<file path="src/rtl/extirq_pkg.sv">
package extirq_pkg;
  localparam int ADDR_W = 3;

  typedef enum logic [ADDR_W-1:0] {
    SEL_MASK_SET  = 3'd0,
    SEL_MASK_CLR  = 3'd1,
    SEL_MASK_VIEW = 3'd2,
    SEL_PENDING   = 3'd3,
    SEL_ACK       = 3'd4,
    SEL_SENSE     = 3'd5,
    SEL_EDGE_POL  = 3'd6,
    SEL_LVL_POL   = 3'd7
  } reg_sel_e;
endpackage

</file>
<file path="src/rtl/extirq_sync.sv">
module extirq_sync #(
  parameter int N_LINES = 8,
  parameter int STAGES  = 2
) (
  input  logic               clk,
  input  logic               rst,
  input  logic [N_LINES-1:0] async_in,
  output logic [N_LINES-1:0] sync_out
);
  logic [N_LINES-1:0] stage_q [STAGES];

  generate
    for (genvar s = 0; s < STAGES; s++) begin : g_stage
      always_ff @(posedge clk) begin
        if (rst) stage_q[s] <= '0;
        else if (s == 0) stage_q[s] <= async_in;
        else stage_q[s] <= stage_q[(s == 0) ? 0 : s-1];
      end
    end
  endgenerate

  assign sync_out = stage_q[STAGES-1];
endmodule

</file>
<file path="src/rtl/extirq_detect.sv">
module extirq_detect #(
  parameter int N_LINES = 8
) (
  input  logic               clk,
  input  logic               rst,
  input  logic [N_LINES-1:0] sampled,
  input  logic [N_LINES-1:0] sense,     // 1 = level, 0 = edge
  input  logic [N_LINES-1:0] edge_pol,  // 1 = rising, 0 = falling
  input  logic [N_LINES-1:0] lvl_pol,   // 1 = high, 0 = low
  output logic [N_LINES-1:0] event_o
);
  logic [N_LINES-1:0] prev_q;

  always_ff @(posedge clk) begin
    if (rst) prev_q <= '0;
    else prev_q <= sampled;
  end

  generate
    for (genvar i = 0; i < N_LINES; i++) begin : g_line
      logic rise, fall;
      assign rise = sampled[i] & ~prev_q[i];
      assign fall = ~sampled[i] & prev_q[i];
      always_comb begin
        if (sense[i]) event_o[i] = (sampled[i] == lvl_pol[i]);
        else if (edge_pol[i]) event_o[i] = rise;
        else event_o[i] = fall;
      end
    end
  endgenerate

  // an edge-mode line never flags an event while its sample is steady
  a_r3_edge_needs_change: assert property (@(posedge clk) disable iff (rst)
    ((event_o & ~sense) != '0) |-> ((sampled & ~sense) != (prev_q & ~sense)));
endmodule

</file>
<file path="src/rtl/extirq_regfile.sv">
module extirq_regfile
  import extirq_pkg::*;
#(
  parameter int N_LINES = 8,
  parameter int DATA_W  = 32
) (
  input  logic               clk,
  input  logic               rst,
  input  logic [ADDR_W-1:0]  addr,
  input  logic [N_LINES-1:0] wbits,
  input  logic               we,
  input  logic               re,
  input  logic [N_LINES-1:0] event_i,
  output logic [N_LINES-1:0] sense_q,
  output logic [N_LINES-1:0] edge_pol_q,
  output logic [N_LINES-1:0] lvl_pol_q,
  output logic [DATA_W-1:0]  rdata,
  output logic               irq
);
  logic [N_LINES-1:0] mask_q, pend_q, ack_bits;

  function automatic logic [DATA_W-1:0] widen(input logic [N_LINES-1:0] v);
    logic [DATA_W-1:0] r;
    r = '0;
    r[N_LINES-1:0] = v;
    return r;
  endfunction

  assign ack_bits = (we && addr == SEL_ACK) ? wbits : '0;

  always_ff @(posedge clk) begin
    if (rst) begin
      mask_q     <= '0;
      sense_q    <= '0;
      edge_pol_q <= '0;
      lvl_pol_q  <= '0;
    end else if (we) begin
      case (addr)
        SEL_MASK_SET: mask_q     <= mask_q | wbits;
        SEL_MASK_CLR: mask_q     <= mask_q & ~wbits;
        SEL_SENSE:    sense_q    <= wbits;
        SEL_EDGE_POL: edge_pol_q <= wbits;
        SEL_LVL_POL:  lvl_pol_q  <= wbits;
        default: ;
      endcase
    end
  end

  // new events take priority over an acknowledge of the same bit
  always_ff @(posedge clk) begin
    if (rst) pend_q <= '0;
    else pend_q <= (pend_q & ~ack_bits) | event_i;
  end

  always_ff @(posedge clk) begin
    if (rst) irq <= 1'b0;
    else irq <= |(pend_q & mask_q);
  end

  always_ff @(posedge clk) begin
    if (rst) rdata <= '0;
    else if (re) begin
      case (addr)
        SEL_MASK_VIEW: rdata <= widen(mask_q);
        SEL_PENDING:   rdata <= widen(pend_q);
        SEL_SENSE:     rdata <= widen(sense_q);
        SEL_EDGE_POL:  rdata <= widen(edge_pol_q);
        SEL_LVL_POL:   rdata <= widen(lvl_pol_q);
        default:       rdata <= '0;
      endcase
    end
  end

  a_r7_mask_set: assert property (@(posedge clk) disable iff (rst)
    (we && addr == SEL_MASK_SET) |=> ((mask_q & $past(wbits)) == $past(wbits)));

  a_r8_mask_clear: assert property (@(posedge clk) disable iff (rst)
    (we && addr == SEL_MASK_CLR) |=> ((mask_q & $past(wbits)) == '0));

  a_r9_ack_clears: assert property (@(posedge clk) disable iff (rst)
    (we && addr == SEL_ACK) |=> ((pend_q & $past(wbits) & ~$past(event_i)) == '0));

  a_r12_event_wins: assert property (@(posedge clk) disable iff (rst)
    (event_i != '0) |=> ((pend_q & $past(event_i)) == $past(event_i)));

  a_r10_quiet_when_masked: assert property (@(posedge clk) disable iff (rst)
    (mask_q == '0 && $past(mask_q) == '0) |-> !irq);

  generate
    if (N_LINES < DATA_W) begin : g_upper
      a_r13_upper_zero: assert property (@(posedge clk) disable iff (rst)
        rdata[DATA_W-1:N_LINES] == '0);
    end
  endgenerate
endmodule

</file>
<file path="src/rtl/extirq_ctrl.sv">
module extirq_ctrl
  import extirq_pkg::*;
#(
  parameter int N_LINES     = 8,
  parameter int DATA_W      = 32,
  parameter int SYNC_STAGES = 2
) (
  input  logic               clk,
  input  logic               rst,
  input  logic [ADDR_W-1:0]  addr,
  input  logic [DATA_W-1:0]  wdata,
  input  logic               we,
  input  logic               re,
  output logic [DATA_W-1:0]  rdata,
  input  logic [N_LINES-1:0] lines,
  output logic               irq
);
  logic [N_LINES-1:0] sampled, events, sense, edge_pol, lvl_pol;

  generate
    if (N_LINES < DATA_W) begin : g_spare
      logic unused_upper;
      assign unused_upper = ^wdata[DATA_W-1:N_LINES];
    end
  endgenerate

  extirq_sync #(.N_LINES(N_LINES), .STAGES(SYNC_STAGES)) u_sync (
    .clk(clk), .rst(rst), .async_in(lines), .sync_out(sampled)
  );

  extirq_detect #(.N_LINES(N_LINES)) u_detect (
    .clk(clk), .rst(rst), .sampled(sampled), .sense(sense),
    .edge_pol(edge_pol), .lvl_pol(lvl_pol), .event_o(events)
  );

  extirq_regfile #(.N_LINES(N_LINES), .DATA_W(DATA_W)) u_regs (
    .clk(clk), .rst(rst), .addr(addr), .wbits(wdata[N_LINES-1:0]),
    .we(we), .re(re), .event_i(events), .sense_q(sense),
    .edge_pol_q(edge_pol), .lvl_pol_q(lvl_pol), .rdata(rdata), .irq(irq)
  );
endmodule

</file>
<file path="config.mk">
export PLATFORM = sky130hd
export DESIGN_NAME = extirq_ctrl
export DESIGN_NICKNAME = d
export VERILOG_FILES = /design/src/rtl/extirq_pkg.sv /design/src/rtl/extirq_sync.sv /design/src/rtl/extirq_detect.sv /design/src/rtl/extirq_regfile.sv /design/src/rtl/extirq_ctrl.sv
export SDC_FILE = /design/constraint.sdc
export NUM_CORES = 1
export LEC_CHECK = 0
export CAP_MARGIN = 25
export CELL_PAD_IN_SITES_DETAIL_PLACEMENT = 0
export CELL_PAD_IN_SITES_GLOBAL_PLACEMENT = 1
export CORE_MARGIN = 2
export CORE_UTILIZATION = 47
export CTS_CLUSTER_DIAMETER = 150
export CTS_CLUSTER_SIZE = 14
export DETAILED_ROUTE_END_ITERATION = 6
export DONT_BUFFER_PORTS = 1
export GPL_TIMING_DRIVEN = 0
export HOLD_SLACK_MARGIN = 0.15
export PLACE_DENSITY = 0.9
export SYNTH_ARGS = -nofsm -noshare
export SYNTH_HDL_FRONTEND = slang
export SYNTH_HIERARCHICAL = 1
export SYNTH_SLANG_ARGS = --single-unit
</file>
<file path="constraint.sdc">
create_clock -name clk -period 2.1 [get_ports clk]
set_clock_uncertainty 0.15 [all_clocks]
set_input_delay 0.63 -clock clk [delete_from_list [all_inputs] [get_ports clk]]
set_output_delay 0.63 -clock clk [all_outputs]
set_load 0.01 [all_outputs]
</file>
* Word-level counts from Yosys, hierarchy flattened
Memory sizes are Yosys's and may differ from the RTL's.
Cells that the tools add are included.
** Word-level totals
- Register bits :: 81
- RAM bits :: 16
- Logic and storage cells :: 97
- Memories :: 1
** Operators by class
- Equality and inequality tests :: 15
- Multiplexer cells :: 24
- Bitwise logic cells :: 41
- Reductions and logical operators :: 8
** Memories
- u_sync.stage_q :: depth 2, width 8, rd ports 2, clocked after Yosys merged registers in 0, write ports 2, RTL line extirq_sync.sv:10 : logic [N_LINES-1:0] stage_q [STAGES];
** Operators by type and width (number)
- 8-bit case mux with 5 select lines :: 1
- 8-bit bitwise AND :: 3
- 8-bit two-way mux :: 3
- 1-bit two-way mux :: 19
- 1-bit bitwise AND :: 16
- 1-bit inverter :: 16
- 8-bit inverter :: 2
- 8-bit OR :: 2
- 8-bit case mux with 2 select lines :: 1
- 3-bit == test (second input constant) :: 4
- 1-bit == test :: 8
- 2-bit AND reduction :: 4
- 8-bit OR reduction :: 1
- 3-bit by 2-bit == test with 1-bit output (second input constant) :: 2
- 3-bit by 1-bit == test with 1-bit output (second input constant) :: 1
- 3-bit zero test :: 1
- 1-bit OR :: 2
- 2-bit nonzero test :: 1
- 1-bit logical AND :: 1

* Longest topological paths before layout
- Word-level depth :: 6
- Gate-level depth with buffers :: 6
- Gate-level depth less buffers :: 4

* Modules after synthesis
Netlist, hierarchy kept.
** Modules (own cells, without submodules)
- extirq_regfile :: times used 1, cells each 279, area each 2374.8 um^2
- extirq_detect :: times used 1, cells each 56, area each 540.5 um^2
- extirq_sync :: times used 1, cells each 33, area each 464.2 um^2

* Worst setup path after synthesis
OpenSTA, ideal clock, no wires.
- Path kind :: input -> register
- From :: input port addr[0]
- To :: register u_regs.pend_q[0]
- Setup time :: 0.132 ns
- Arrival :: 1.510 ns
- Path slack :: 0.308 ns
- Stages on the path :: 6
- Cells stage by stage :: buf_6 -> buf_12 -> buf_12 -> nand4bb_1 -> o21ai_0 -> a21oi_1
** Between the ends
- Cells in the longest elaborated chain, start to end :: 6
** RTL lines
- from (decl) :: RTL line extirq_ctrl.sv:10 : input logic [ADDR_W-1:0] addr,
- 3-bit == test :: RTL line extirq_regfile.sv:29 : assign ack_bits = (we && addr == SEL_ACK) ? wbits : '0;
- 1-bit logical AND :: RTL line extirq_regfile.sv:29
- 8-bit two-way mux :: RTL line extirq_regfile.sv:29
- 8-bit inverter :: RTL line extirq_regfile.sv:52 : else pend_q <= (pend_q & ~ack_bits) | event_i;
- 8-bit bitwise AND :: RTL line extirq_regfile.sv:52
- 8-bit OR :: RTL line extirq_regfile.sv:52
- to (signal assigned) :: RTL line extirq_regfile.sv:52
- to (decl) :: RTL line extirq_regfile.sv:20 : logic [N_LINES-1:0] mask_q, pend_q, ack_bits;
Every way passes these cells.
A chain may end at the register's enable or synchronous reset.

* Final worst setup path
- From :: input port addr[2]
- To :: register u_regs.sense_q[1]
** Between the ends
- Cells in the longest elaborated chain, start to end :: 2
** RTL lines
- 3-bit == test :: RTL line extirq_regfile.sv:38 : case (addr)
- 2-bit AND reduction (no source line)
- to (signal assigned) :: RTL line extirq_regfile.sv:41 : SEL_SENSE: sense_q <= wbits;
- to (decl) :: RTL line extirq_regfile.sv:14 : output logic [N_LINES-1:0] sense_q,
Every way passes these cells.

==> reports/metrics.csv <==
stage,metric,value,unit
status,status,"complete, no violations",
cts,clk_pin_slew_worst_paths,0.08,ns
route,avgViaCountPerCell,5.56,
placed_design,gp_congestion,0.817,
power,switchingPower,708,uW
global_route,grt_remaining_overflow,0,
route,wl,8.54,mm
timing,fin_crit_sh,98.2,%
cts,cts_tree,yes,
setup_path,path_class,in -> reg,
logic_synthesis,synth_cells,368,
timing,rsz0062_at_grt,false,
cells_and_area,finalNetCount,451,
worst_hold_path,worstHoldStart,rst,
logic_synthesis,synth.distinct_cells,37,
global_route,grt_max_degree,17,
global_route,antenna_found_initial,0,
global_route,grt_pass1_vias,2384,
placed_design,port_buffers,0,
route,drtIter0Drc,281,
floorplan,start_util,49.2,%
power,power_frac_comb,10.6,%
logic_synthesis,avgSynthCellArea,9.18,um2
timing,relSlewSlack,53.1,%
logic_synthesis,synth-seq-cells,73,
logic_synthesis,ys_warn_count,6,
setup_path,critical_path_required,2.15,ns
floorplan,core,6870,um2
power,p_clk_share,37.3,%
cts,ctsHoldBuffers,0,
cells_and_area,drive_above_1_share,18.6,%
setup_path,cpMaxStageDelayCell,nand4b_1,
power,swShare,24.9,%
route,wire_per_inst,16.9,um
route,ant_nets,0,
timing,slew_viol_final,0,
power,total_power,2.84,mW
cells_and_area,antenna_cells,0,
power,p_per_area,749,nW/um2
cts,cts_setup_buffers,0,
floorplan,die-area,7880,um2
setup_path,crit_path_end_kind,register,
logic_synthesis,async_flop_share,0,%
cts,clock-sinks,73,
cts,cts_root_buf,clkbuf_8,
cts,ctsResizeCount,0,
timing,setup_viol,0,
floorplan,io_pins,80,
power,power_leakage,1.49,nW
floorplan,die_y,88.8,um
setup_path,cp_max_fo,10,
setup_path,worstPathArrival,2.11,ns
global_route,grt.total_usage,22.5,%
placed_design,dpl_cell_area,3590,um2
cells_and_area,area_growth,12.3,%
timing,finalHoldViolations,0,
cts,clockBufferDepth,2,
floorplan,rows,30,
cts,insertion_delay,0.34,ns
timing,fmax,0.485,GHz
cells_and_area,layout_common_cells,"dfxtp_1, nand2_1, a21oi_1, buf_4, conb_1",
power,p_int,2.14,mW
power,vdd_drop_max,0.315,mV
route,drc,0,
setup_path,crit_path_start,addr[2],
power,p_seq_share,52.1,%
route,num_vias,2809,
run,max-cap-violations,0,
cts,cts_buffers,9,
timing,period_needed,2.06,ns
global_route,grt_pass1_wl,12.8,mm
timing,whs,0.201,ns
cells_and_area,post-route-util,55.2,%
cts,htreeDepth,3,
setup_path,r2r_start,u_regs/lvl_pol_q[0]$_SDFFE_PP0P_,
route,firstDrtPassIters,5,
worst_hold_path,hp-class,in -> reg,
logic_synthesis,netlist_area,3380,um2
logic_synthesis,ys_seq_area_share,43.2,%
cells_and_area,stdcell_area,3790,um2
timing,worst_pin_slew,0.700,ns
setup_path,start_kind,input port,
cells_and_area,final_common_cell,dfxtp_1,
placed_design,dp_hpwl,5.45,mm
floorplan,die_x,88.8,um
logic_synthesis,synth_edf_count,0,
setup_path,slowest_delay,0.58,ns
setup_path,path_cells,buf_6 -> clkbuf_1 -> nand4b_1 -> nand2_1 -> a21oi_1,
logic_synthesis,ys.flop_type,dfxtp_1,
==> path summary, 6_finish.rpt <==
kind / endpoint / slack, ns / cells after the start
worst max-delay path: u_regs/sense_q[1]$_SDFFE_PP0P_ / 0.04 / 5
worst min register to register: u_sync/stage_q[1][0]$_SDFF_PP0_ / 0.29 / 1
worst min-delay path: u_detect/prev_q[6]$_SDFF_PP0_ / 0.20 / 1
worst max register to register: u_regs/rdata[0]$_SDFFE_PP0P_ / 0.70 / 3
==> layer usage <==
| layer | track usage (%) | up-vias | share of wire (%) |
|---|---|---|---|
| li1 | - | 1324 | - |
| met1 | 30.8 | 1310 | 44 |
| met2 | 32.7 | 149 | 44 |
| met3 | 8.12 | 26 | 9.9 |
| met4 | 7.85 | 0 | 2.0 |
| met5 | 0 | - | 0 |
==> kinds of logic after synthesis <==
family                 after synthesis  share of synthesized area [%]
other                                1                          0.111
buffers and inverters               63                           12.1
muxes                                8                           2.74
AOI/OAI and AO/OA                  107                           21.8
DFF                                 73                           43.2
and+or+nand+nor                    116                           20.0
==> worst max-delay path, delay by kind of cell <==
family | cells | cell delay (ns)
compound gates | 1 | 0.08
simple gates | 2 | 0.81
buf+inv | 2 | 0.59
==> per-stage QoR <==
step                      TNS (ns)  setup WS [ns]  instances
final                            0         0.0385        505
after global routing             0         0.0521        505
after CTS                        0         0.0691        503
after detailed placement     -5.19         -0.241        487
after global placement       -5.15         -0.243        487
after floorplan                  0          0.308        391
==> power groups by stage <==
stage | registers, mW | logic [mW] | clock network [mW]
floorplan | 1.50 | 0.239 | 0
global placement | 1.51 | 0.286 | 0
detailed placement | 1.51 | 0.290 | 0
CTS | 1.48 | 0.293 | 1.08
global route | 1.49 | 0.326 | 1.16
finish | 1.48 | 0.301 | 1.06
==> area by class of cell <==
class	count	area (um2)
fill	626	3080
tap	96	120
buffer	45	342
clock buffer	14	183
inverter	18	67.6
sequential	73	1460
multi-input combinational	255	1600
timing repair buffer	2	15.0
clock inverter	2	10.0
==> synthesized netlist by cell type (3+ instances only) <==
cell | number | area (um2)
nor2_1 | 8 | 30.0
buf_1 | 3 | 11.3
a22oi_1 | 4 | 30.0
a21oi_1 | 47 | 235
nor2b_2 | 7 | 61.3
a211oi_1 | 7 | 52.6
inv_1 | 18 | 67.6
a311oi_1 | 8 | 70.1
and2b_2 | 6 | 52.6
o32a_1 | 8 | 80.1
a21bo_2 | 8 | 80.1
buf_4 | 25 | 188
a211o_1 | 7 | 61.3
mux2i_1 | 7 | 70.1
nor3b_1 | 16 | 120
o21ai_0 | 8 | 40.0
buf_6 | 6 | 67.6
dfxtp_1 | 73 | 1460
clkbuf_1 | 8 | 30.0
nand2_1 | 49 | 184
a221oi_1 | 8 | 70.1
nor2b_1 | 19 | 119
Power figures use the tool's default switching activity.
